File: src/rtl/sched_pkg.sv
// Package: shared defaults and helper for the barrel thread scheduler.
// Assumes the pipeline depth is at least 2.
package sched_pkg;
    localparam int DEF_THREADS    = 8;
    localparam int DEF_PIPE_DEPTH = 4;

    // Width of a counter that holds values 0 .. depth-1
    function automatic int cd_bits(input int depth);
        return (depth <= 2) ? 1 : $clog2(depth);
    endfunction
endpackage

File: src/rtl/sched_ready.sv
// Module: sched_ready
// Keeps one ready flag per context. A pause clears the flag and a wake sets it.
// When both arrive in the same cycle, the wake wins.
// Assumes pause and wake are single-cycle pulses in the clk domain.
module sched_ready #(
    parameter int N = sched_pkg::DEF_THREADS
) (
    input  logic         clk,
    input  logic         rst_n,
    input  logic [N-1:0] pause_req,
    input  logic [N-1:0] wake_evt,
    output logic [N-1:0] ready
);
    localparam logic [N-1:0] RESET_MASK = N'(1);

    logic [N-1:0] ready_q;

    // Ready flags: reset to context 0 only, wake takes priority over pause
    always_ff @(posedge clk) begin
        if (!rst_n) ready_q <= RESET_MASK;
        else        ready_q <= (ready_q & ~pause_req) | wake_evt;
    end

    assign ready = ready_q;

    for (genvar i = 0; i < N; i++) begin : g_chk
        assert_wake_wins_R8: assert property (@(posedge clk) disable iff (!rst_n)
            (wake_evt[i] && pause_req[i]) |=> ready[i]);
        assert_wake_sets_R7: assert property (@(posedge clk) disable iff (!rst_n)
            wake_evt[i] |=> ready[i]);
        assert_pause_clears_R6: assert property (@(posedge clk) disable iff (!rst_n)
            (pause_req[i] && !wake_evt[i]) |=> !ready[i]);
    end
endmodule

File: src/rtl/sched_cooldown.sv
// Module: sched_cooldown
// Gives each context a spacing counter that is loaded with DEPTH-1 when the
// context issues and counts down to zero. A context may issue only at zero.
// Assumes grant is one-hot or zero.
module sched_cooldown #(
    parameter int N     = sched_pkg::DEF_THREADS,
    parameter int DEPTH = sched_pkg::DEF_PIPE_DEPTH
) (
    input  logic         clk,
    input  logic         rst_n,
    input  logic [N-1:0] grant,
    output logic [N-1:0] cool
);
    localparam int CW = sched_pkg::cd_bits(DEPTH);
    localparam logic [CW-1:0] RELOAD = CW'(DEPTH - 1);

    for (genvar i = 0; i < N; i++) begin : g_cd
        logic [CW-1:0] cnt_q;

        // Spacing counter: reload on issue, otherwise count down to zero
        always_ff @(posedge clk) begin
            if (!rst_n)             cnt_q <= '0;
            else if (grant[i])      cnt_q <= RELOAD;
            else if (cnt_q != '0)   cnt_q <= cnt_q - 1'b1;
        end

        assign cool[i] = (cnt_q == '0);

        assert_spacing_R3: assert property (@(posedge clk) disable iff (!rst_n)
            (cnt_q != '0) |-> !grant[i]);
        assert_reload_R3: assert property (@(posedge clk) disable iff (!rst_n)
            grant[i] |=> !cool[i]);
    end
endmodule

File: src/rtl/sched_rr_pick.sv
// Module: sched_rr_pick
// Round-robin arbiter. Searches upward from the context after the last one
// that issued and grants the first eligible context. Holds the rotation pointer.
// Assumes N is at least 2.
module sched_rr_pick #(
    parameter int N = sched_pkg::DEF_THREADS
) (
    input  logic                 clk,
    input  logic                 rst_n,
    input  logic [N-1:0]         elig,
    output logic [N-1:0]         grant,
    output logic                 valid,
    output logic [$clog2(N)-1:0] tid
);
    localparam int TW = $clog2(N);
    localparam logic [TW:0]   NW      = (TW+1)'(N);
    localparam logic [TW-1:0] LAST_RS = TW'(N - 1);

    logic [TW-1:0] last_q;
    logic [TW-1:0] cand [N];

    // Candidate order: last_q+1, last_q+2, ... wrapped modulo N
    for (genvar k = 0; k < N; k++) begin : g_cand
        logic [TW:0] sum;
        assign sum     = {1'b0, last_q} + (TW+1)'(k + 1);
        assign cand[k] = (sum >= NW) ? TW'(sum - NW) : sum[TW-1:0];
    end

    // First eligible candidate in rotation order
    always_comb begin
        valid = 1'b0;
        tid   = '0;
        for (int k = 0; k < N; k++) begin
            if (!valid && elig[cand[k]]) begin
                valid = 1'b1;
                tid   = cand[k];
            end
        end
    end

    // One-hot grant vector from the chosen index
    always_comb begin
        grant = '0;
        if (valid) grant[tid] = 1'b1;
    end

    // Rotation pointer: remember the last context that issued
    always_ff @(posedge clk) begin
        if (!rst_n)     last_q <= LAST_RS;
        else if (valid) last_q <= tid;
    end

    assert_onehot_R4: assert property (@(posedge clk) disable iff (!rst_n)
        $onehot0(grant));
    assert_grant_elig_R2: assert property (@(posedge clk) disable iff (!rst_n)
        (grant & ~elig) == '0);
    assert_no_idle_R5: assert property (@(posedge clk) disable iff (!rst_n)
        (elig != '0) |-> valid);
    assert_no_repeat_R4: assert property (@(posedge clk) disable iff (!rst_n)
        ($countones(elig) > 1 && valid) |=> !(valid && tid == $past(tid)));
endmodule

File: src/rtl/barrel_sched.sv
// Module: barrel_sched (top)
// Barrel thread issue scheduler. Combines the run-enable inputs, the ready
// flags and the spacing counters into an eligibility mask, then picks one
// context per cycle in round-robin order.
// Assumes the outputs feed a pipeline DEPTH stages deep. The outputs are
// combinational from state and run_en.
module barrel_sched #(
    parameter int N     = sched_pkg::DEF_THREADS,
    parameter int DEPTH = sched_pkg::DEF_PIPE_DEPTH
) (
    input  logic                 clk,
    input  logic                 rst_n,
    input  logic [N-1:0]         run_en,
    input  logic [N-1:0]         pause_req,
    input  logic [N-1:0]         wake_evt,
    output logic                 issue_valid,
    output logic [$clog2(N)-1:0] issue_tid
);
    logic [N-1:0] ready;
    logic [N-1:0] cool;
    logic [N-1:0] elig;
    logic [N-1:0] grant;

    sched_ready #(.N(N)) u_ready (
        .clk       (clk),
        .rst_n     (rst_n),
        .pause_req (pause_req),
        .wake_evt  (wake_evt),
        .ready     (ready)
    );

    sched_cooldown #(.N(N), .DEPTH(DEPTH)) u_cool (
        .clk   (clk),
        .rst_n (rst_n),
        .grant (grant),
        .cool  (cool)
    );

    // Eligibility: enabled, ready and out of the pipeline
    assign elig = run_en & ready & cool;

    sched_rr_pick #(.N(N)) u_pick (
        .clk   (clk),
        .rst_n (rst_n),
        .elig  (elig),
        .grant (grant),
        .valid (issue_valid),
        .tid   (issue_tid)
    );

    assert_run_gate_R2: assert property (@(posedge clk) disable iff (!rst_n)
        issue_valid |-> run_en[issue_tid]);
    assert_idle_tid_R5: assert property (@(posedge clk) disable iff (!rst_n)
        !issue_valid |-> (issue_tid == '0));
endmodule

File: config.mk
export PLATFORM = sky130hd
export DESIGN_NAME = barrel_sched
export DESIGN_NICKNAME = d
export VERILOG_FILES = /design/src/rtl/sched_pkg.sv /design/src/rtl/sched_ready.sv /design/src/rtl/sched_cooldown.sv /design/src/rtl/sched_rr_pick.sv /design/src/rtl/barrel_sched.sv
export SDC_FILE = /design/constraint.sdc
export NUM_CORES = 1
export LEC_CHECK = 0
export ABC_AREA = 1
export BUFFER_PORTS_ARGS = -buffer_cell sky130_fd_sc_hd__buf_2
export CORE_MARGIN = 5
export CORE_UTILIZATION = 55
export DETAILED_ROUTE_END_ITERATION = 8
export PLACE_DENSITY = 0.76
export SKIP_CTS_REPAIR_TIMING = 1
export SLEW_MARGIN = 10
export SYNTH_ARGS = -nofsm -noshare
export SYNTH_HDL_FRONTEND = slang
export SYNTH_SLANG_ARGS = --single-unit
File: constraint.sdc
create_clock -name clk -period 3.01 [get_ports clk]
set_input_delay 0.602 -clock clk [delete_from_list [all_inputs] [get_ports clk]]
set_output_delay 0.602 -clock clk [all_outputs]
set_load 0.02 [all_outputs]
==> flow_summary.json, run 1 <==
{
  "ys_seq_area_share_pct": 26.4,
  "die_h_um": 71.0,
  "cts_buffer_depth": 2,
  "clk_latency_ps": 280,
  "die_w_um": 71.0,
  "clock_sinks": 27,
  "root_buffer": "clkbuf_8",
  "io_buffers": 29,
  "path_class": "reg -> out",
  "dp_slack_ps": 253,
  "multiInputGateArea_um2": 1480,
  "vias_per_cell": 5.29,
  "cp.arrival_ps": 2360,
  "gr-usage-met1_pct": 22.7,
  "initial_utilization_pct": 56.3,
  "area_delta_synth_final_pct": 27.5,
  "cp_max_fo": 5,
  "track_usage_pct": 19.3,
  "gr-total-overflow": 0,
  "numCtsBuffers": 3,
  "clkTransAtPathRegs_ps": 100,
  "drcViolationCount": 0,
  "antenna_found_initial": 0,
  "ys_ff_latch": 27,
  "maxCapViolCount": 0,
  "ios": 30,
  "final_nets": 393,
  "grt_util_met2_pct": 35.5,
  "first_pass_iters": 6,
  "htreeDepth": 1,
  "max_freq_ghz": 0.338,
  "ant_nets": 0,
  "slew-limit-headroom_pct": 70.9,
  "routabilityCongestion": 1.02,
  "n_antenna_cell": 0,
  "fin_crit_ps": 2960,
  "endpoint_kind": "output pin",
  "core-area_um2": 3630,
  "totalWireLength_um": 5340,
  "grt-busiest-layer": "met2",
  "synth_area_per_cell_um2": 6.56,
  "critPathRequiredTime_ps": 2410,
  "dp_hpwl_um": 3870,
  "die_area_um2": 5040,
  "use_met3_pct": 3.84,
  "dr.first_iter.drc_count": 165,
  "core.rowCount": 22,
  "nFillCells": 319,
  "syn_area_um2": 2050,
  "finalCritPeriodShare_pct": 98.4,
  "wl_per_cell_um": 13.2,
  "regArea_um2": 554,
  "grt_start_max_net_pins": 26,
  "syn-num-nets": 348,
  "status": "finished clean",
  "cp-start-kind": "flop",
  "hold_viol": 0,
  "finalSetupViolCount": 0,
  "tightest_slew_ps": 436,
  "grt_pass1_vias": 1998,
  "yosys_warnings": 0,
  "synth_cell_types": 27,
  "vias": 2137,
  "cts_tree": "built",
  "grt_pass1_wl_um": 8100,
  "drive_above_1_share_pct": 38.2,
  "finalWorstSetupSlack_ps": 48.2,
  "synthCells": 312,
  "skew_ps": 8.46,
  "finalMaxSlewViolations": 0,
  "hold_class": "in -> reg"
}
==> state kept, by name, indices dropped and copies added, names as in the netlist <==
name and count:
u_cool.g_cd.cnt_q 16, u_ready.ready 8, u_pick.last_q 3
==> layer usage <==
metal / routed length, um / up-vias
met4: 46 / 0
met2: 2850 / 46
met3: 194 / 4
met1: 2260 / 982
li1: - / 1105
met5: 0 / -
==> layout make-up <==
type / count / area share, %
multi-input cells: 232 / 56.6
clock buffers: 3 / 1.58
clock inverters: 1 / 0.288
flip-flops and latches: 27 / 21.2
well taps: 48 / 2.30
inverters: 46 / 6.62
repair buffers: 47 / 11.3
==> Yosys cell counts <==
cell       n  share of area [%]
nand3_1   51                 12
nand2_1   50                9.2
inv_1     39                7.2
nor2_1    35                6.4
a21oi_1   27                6.6
dfxtp_1   27                 26
ha_1      10                6.1
nand4_1   10                3.1
nor2_2    10                3.1
inv_2      7                1.3
nand2_2    7                2.1
o21ai_0    7                1.7
xor2_1     6                2.6
nand3_2    4                2.0
o21ai_1    3               0.73
buf_2      2               0.49
buf_6      2                1.1
clkbuf_1   2               0.37
nand2_4    2                1.1
o211ai_1   2               0.73
xnor2_1    2               0.86
xnor2_2    2                1.6
buf_4      1               0.37
nand3_4    1               0.86
nand4_2    1               0.61
nor3_1     1               0.24
xor2_2     1               0.80
==> cells in the final DEF, fill, tap and decap left out <==
master / count
xor2_1: 6
o21ai_1: 2
o21ai_0: 7
clkbuf_8: 3
ha_4: 4
nand2_4: 2
inv_1: 36
nor2_1: 32
o211ai_1: 2
a21oi_1: 27
clkinvlp_4: 1
xnor2_4: 1
dfxtp_2: 11
nand3_4: 2
buf_4: 19
xor2_2: 1
nor3_1: 1
buf_6: 2
xnor2_1: 2
xnor2_2: 1
buf_2: 26
ha_2: 6
o21ai_2: 1
nand3_1: 36
nand2_1: 43
nand3_2: 18
nand4_2: 1
dfxtp_1: 16
nor2_2: 12
nand2_2: 14
nor2_4: 1
inv_2: 10
nand4_1: 10
==> worst max-delay path, stage by stage (launching register included) <==
cell and delay (ps):
dfxtp_2 340, buf_4 160, ha_4 180, xnor2_4 160
inv_2 100, nand3_2 90, nand2_2 110, buf_4 130
nand4_1 100, nor2_2 160, nand4_1 150, nand2_1 90
nand2_1 80, nand2_4 80, buf_2 160
==> kinds of logic after synthesis <==
family | Yosys count | synth area share (%)
buffers and inverters | 53 | 10.8
adders and majority gates | 10 | 6.12
xor gates and xnor gates | 11 | 5.81
AOI/OAI and AO/OA | 39 | 9.79
DFF | 27 | 26.4
and+or+nand+nor | 172 | 41.1
==> path summary, 6_finish.rpt <==
| path | depth (start not counted) | slack [ps] | start | to |
|---|---|---|---|---|
| worst max-delay path | 14 | 50 | u_pick.last_q[0] | issue_tid[0] |
| worst min register to register | 2 | 500 | u_ready.ready[0] | u_ready.ready[0] |
| worst max register to register | 16 | 570 | u_pick.last_q[0] | u_cool.g_cd[7].cnt_q[0] |
| worst min-delay path | 2 | 490 | pause_req[0] | u_ready.ready[0] |
==> metrics by stage <==
stage	instance area (um^2)	hold WS, ps	instances	util, %	TNS, ps
2_1_floorplan	2050	455	312	-	0
3_3_place_gp	2260	473	389	62.1	0
3_5_place_dp	2260	476	389	62.1	0
4_1_cts	2300	491	393	63.4	-64.4
5_1_grt	2610	500	404	71.8	-116
6_report	2610	493	404	71.8	0
Power of run 1 is left out: the tool's default activity adds up to more than one toggle a clock period on the data nets, which glitch-free logic cannot reach.
==> run 2: changes to the inputs <==
PLACE_DENSITY = 0.84   (was 0.76)
==> flow_summary.json, run 2 (synthesis gave the netlist of run 1 again) <==
{
  "die_w_um": 71.0,
  "finalMaxSlewViolations": 0,
  "reg2regPathDepth": 16,
  "min_from": "pause_req[0]",
  "cp_max_fo": 7,
  "crit_slowest_cell": "dfxtp_4",
  "maxCapViolCount": 0,
  "finalCritPeriodShare_pct": 96.9,
  "io_buffers": 29,
  "core.rowCount": 22,
  "crit_start": "u_pick.last_q[0]",
  "dp_hpwl_um": 3880,
  "status": "finished clean",
  "critPathRequiredTime_ps": 2410,
  "fin_crit_ps": 2920,
  "layout_commonest_cell": "nand2_1",
  "nFillCells": 298,
  "regMostFlops": "u_cool.g_cd.cnt_q",
  "hold_viol": 0,
  "worstPathCellList": "inv_2, ha_4, inv_4, nand3_1, nand3_1, nand2_2, inv_1, nand4_2, nor2_4, inv_1, nor2_2, inv_2, buf_4",
  "slew-limit-headroom_pct": 71.6,
  "track_usage_pct": 19.8,
  "antenna_found_initial": 0,
  "drcViolationCount": 0,
  "vias": 2223,
  "finalSetupViolCount": 0,
  "routabilityCongestion": 0.982,
  "final_nets": 389,
  "largest_reg_flops": 16,
  "dr.first_iter.drc_count": 223,
  "clkTransAtPathRegs_ps": 100,
  "whs_path_depth": 2,
  "endpoint_kind": "output pin",
  "crit_path_end": "issue_valid",
  "numCtsBuffers": 3,
  "cp.arrival_ps": 2310,
  "area_delta_synth_final_pct": 27.6,
  "ant_nets": 0,
  "drive_above_1_share_pct": 38.4,
  "critPathMaxStageDelay_ps": 370,
  "cts_buffer_depth": 2,
  "hold_ws_ps": 495,
  "rrSetupSlack_ps": 610,
  "skew_ps": 5.23,
  "multiInputGateArea_um2": 1490,
  "cp-start-kind": "flop",
  "wl_per_cell_um": 14.2,
  "ios": 30,
  "initial_utilization_pct": 56.3,
  "regArea_um2": 562,
  "core-area_um2": 3630,
  "htreeDepth": 1,
  "grt_pass1_vias": 1981,
  "clk_latency_ps": 280,
  "rr_startpoint": "u_pick.last_q[0]",
  "gr-total-overflow": 0,
  "path_class": "reg -> out",
  "first_pass_iters": 5,
  "final_cell_mix": "nand2_1 (46), inv_1 (37), nor2_1 (33)",
  "rsz0062_at_grt": "true",
  "vias_per_cell": 5.56,
  "tightest_slew_ps": 426,
  "cts_tree": "built",
  "hold_class": "in -> reg",
  "root_buffer": "clkbuf_8",
  "grt_start_max_net_pins": 26,
  "n_antenna_cell": 0,
  "die_h_um": 71.0,
  "grt_pass1_wl_um": 8270,
  "clock_sinks": 27,
  "totalWireLength_um": 5690,
  "die_area_um2": 5040,
  "max_freq_ghz": 0.343,
  "r2r-end": "u_cool.g_cd[2].cnt_q[0]"
}
-- run 2: cell types whose count changed in the layout (fill, tap and decap cells not counted), sizes merged --
cell / change
clkinvlp: -1
buf: -4
inv: +1
-- run 2: worst min path at each step --
stage,to,slack (ps)
3_5_place_dp,u_ready.ready[0],480
4_1_cts,u_ready.ready[0],500
5_1_grt,u_ready.ready[0],490
6_report,u_ready.ready[0],500
3_3_place_gp,u_ready.ready[3],460
2_1_floorplan,u_ready.ready[0],450
-- run 2: final cells by class --
class	count	area share, %
clock inverter	1	0.335
timing repair buffer	43	10.7
clock buffer	3	1.58
tap	48	2.30
multi-input combinational	232	56.9
sequential	27	21.5
inverter	46	6.71
-- run 2: metal layers --
layer  vias to the layer above  share of wire, %  global-route usage [%]
met5                         -                 0                       0
met4                         0               2.2                    6.47
met3                        17               6.9                    3.41
met2                        89                53                    35.1
met1                      1015                38                    24.1
li1                       1102                 -                       -
-- run 2: metrics by stage --
step                      worst slack [ps]  utilization [%]  area (um^2)  instances  TNS (ps)
after global routing                 -73.2             71.9         2610        400      -181
after CTS                            -80.7             63.3         2300        392      -228
after global placement                 285             61.9         2250        388         0
after detailed placement               264             61.9         2250        388         0
final                                 93.3             71.9         2610        400         0
after floorplan                        336                -         2050        312         0
-- run 2: critical path: cells and delay by family, from the launching register on --
kind	cells	cell delay, ps
adder cells (fa/ha/maj)	1	220
buffers and inverters	6	570
flip-flops	1	370
AND/OR/NAND/NOR	6	860
Power of run 2 is left out for the same reason.
==> run 3: changes to the inputs <==
CORE_MARGIN = unset   (was 5)
clock period = 3.75 ns   (was 3.01 ns; I/O delays follow)
==> flow_summary.json, run 3 (synthesis gave the netlist of run 1 again) <==
{
  "critPathRequiredTime_ps": 3000,
  "hold_viol": 0,
  "gr-total-overflow": 0,
  "final_nets": 378,
  "io_buffers": 29,
  "vias_per_cell": 5.33,
  "regMostFlops": "u_cool.g_cd.cnt_q",
  "ant_nets": 0,
  "clock_sinks": 27,
  "endpoint_kind": "output pin",
  "nFillCells": 328,
  "antenna_found_initial": 0,
  "rr_startpoint": "u_pick.last_q[0]",
  "tns_ps": 0,
  "vias": 2061,
  "cts_buffer_depth": 2,
  "fin_crit_ps": 3350,
  "first_pass_iters": 4,
  "initial_utilization_pct": 59.4,
  "cts_tree": "built",
  "min_from": "u_ready.ready[0]",
  "wl_per_cell_um": 11.6,
  "totalWireLength_um": 4500,
  "dr.first_iter.drc_count": 142,
  "root_buffer": "clkbuf_8",
  "final_cell_mix": "nand3_1 (51), nand2_1 (50), inv_1 (39)",
  "core.rowCount": 21,
  "area_delta_synth_final_pct": 11.1,
  "rsz0062_at_grt": "false",
  "finalSetupViolCount": 0,
  "die_area_um2": 3970,
  "tightest_slew_ps": 475,
  "numCtsBuffers": 3,
  "core-area_um2": 3440,
  "cp_max_fo": 14,
  "max_freq_ghz": 0.298,
  "grt_pass1_vias": 1851,
  "n_antenna_cell": 0,
  "finalCritPeriodShare_pct": 89.4,
  "dp_hpwl_um": 3620,
  "multiInputGateArea_um2": 1280,
  "skew_ps": 5.80,
  "maxCapViolCount": 0,
  "track_usage_pct": 24.8,
  "layout_commonest_cell": "nand3_1",
  "die_w_um": 63.0,
  "drcViolationCount": 0,
  "regArea_um2": 541,
  "grt_start_max_net_pins": 26,
  "clk_latency_ps": 280,
  "clkTransAtPathRegs_ps": 100,
  "cp.arrival_ps": 2600,
  "crit_start": "u_pick.last_q[0]",
  "largest_reg_flops": 16,
  "slew-limit-headroom_pct": 68.3,
  "drive_above_1_share_pct": 20.8,
  "path_class": "reg -> out",
  "die_h_um": 63.0,
  "cp-start-kind": "flop",
  "finalMaxSlewViolations": 0,
  "grt_pass1_wl_um": 7900,
  "ios": 30,
  "hold_class": "reg -> reg",
  "status": "finished clean",
  "htreeDepth": 1,
  "routabilityCongestion": 0.929
}
run 3: critical path, cell delays in order (launching register included):
cell	delay, ps
dfxtp_1	330
inv_2	200
ha_1	290
inv_1	200
nand3_1	170
nand3_1	130
nand2_1	120
inv_1	110
nand4_2	120
nor2_2	160
inv_1	60
nor2_1	150
inv_1	110
buf_2	170
run 3: cell type report:
| type | instances | share of cell area (%) |
|---|---|---|
| timing repair buffer | 32 | 7.37 |
| tap | 46 | 2.53 |
| clock buffer | 3 | 1.82 |
| multi-input combinational | 232 | 56.5 |
| sequential | 27 | 23.8 |
| inverter | 46 | 7.59 |
| clock inverter | 1 | 0.385 |
run 3: path summary, 6_finish.rpt:
kind	depth (start not counted)	to	slack, ps
worst min-delay path	2	u_ready.ready[0]	490
worst max register to register	15	u_cool.g_cd[2].cnt_q[1]	1250
worst max-delay path	13	issue_valid	400
worst min register to register	2	u_ready.ready[0]	490
run 3: metrics by stage:
step	hold WS (ps)	util [%]	std cells	area [um^2]	setup slack, ps
6_report	490	66.0	387	2270	398
5_1_grt	546	66.0	387	2270	241
4_1_cts	498	66.0	387	2270	422
3_5_place_dp	482	64.6	383	2220	663
3_3_place_gp	471	64.6	383	2220	687
2_1_floorplan	455	-	312	2050	928
run 3: routing by layer:
layer | part of all wire, % | GRT usage (%) | up-vias | wire, um
met5 | 0 | 0 | - | 0
met1 | 49 | 32.1 | 936 | 2180
met4 | 0.65 | 6.98 | 0 | 29
met2 | 46 | 42.6 | 47 | 2080
met3 | 4.6 | 3.28 | 2 | 207
li1 | - | - | 1076 | -
Power of run 3 is left out for the same reason.
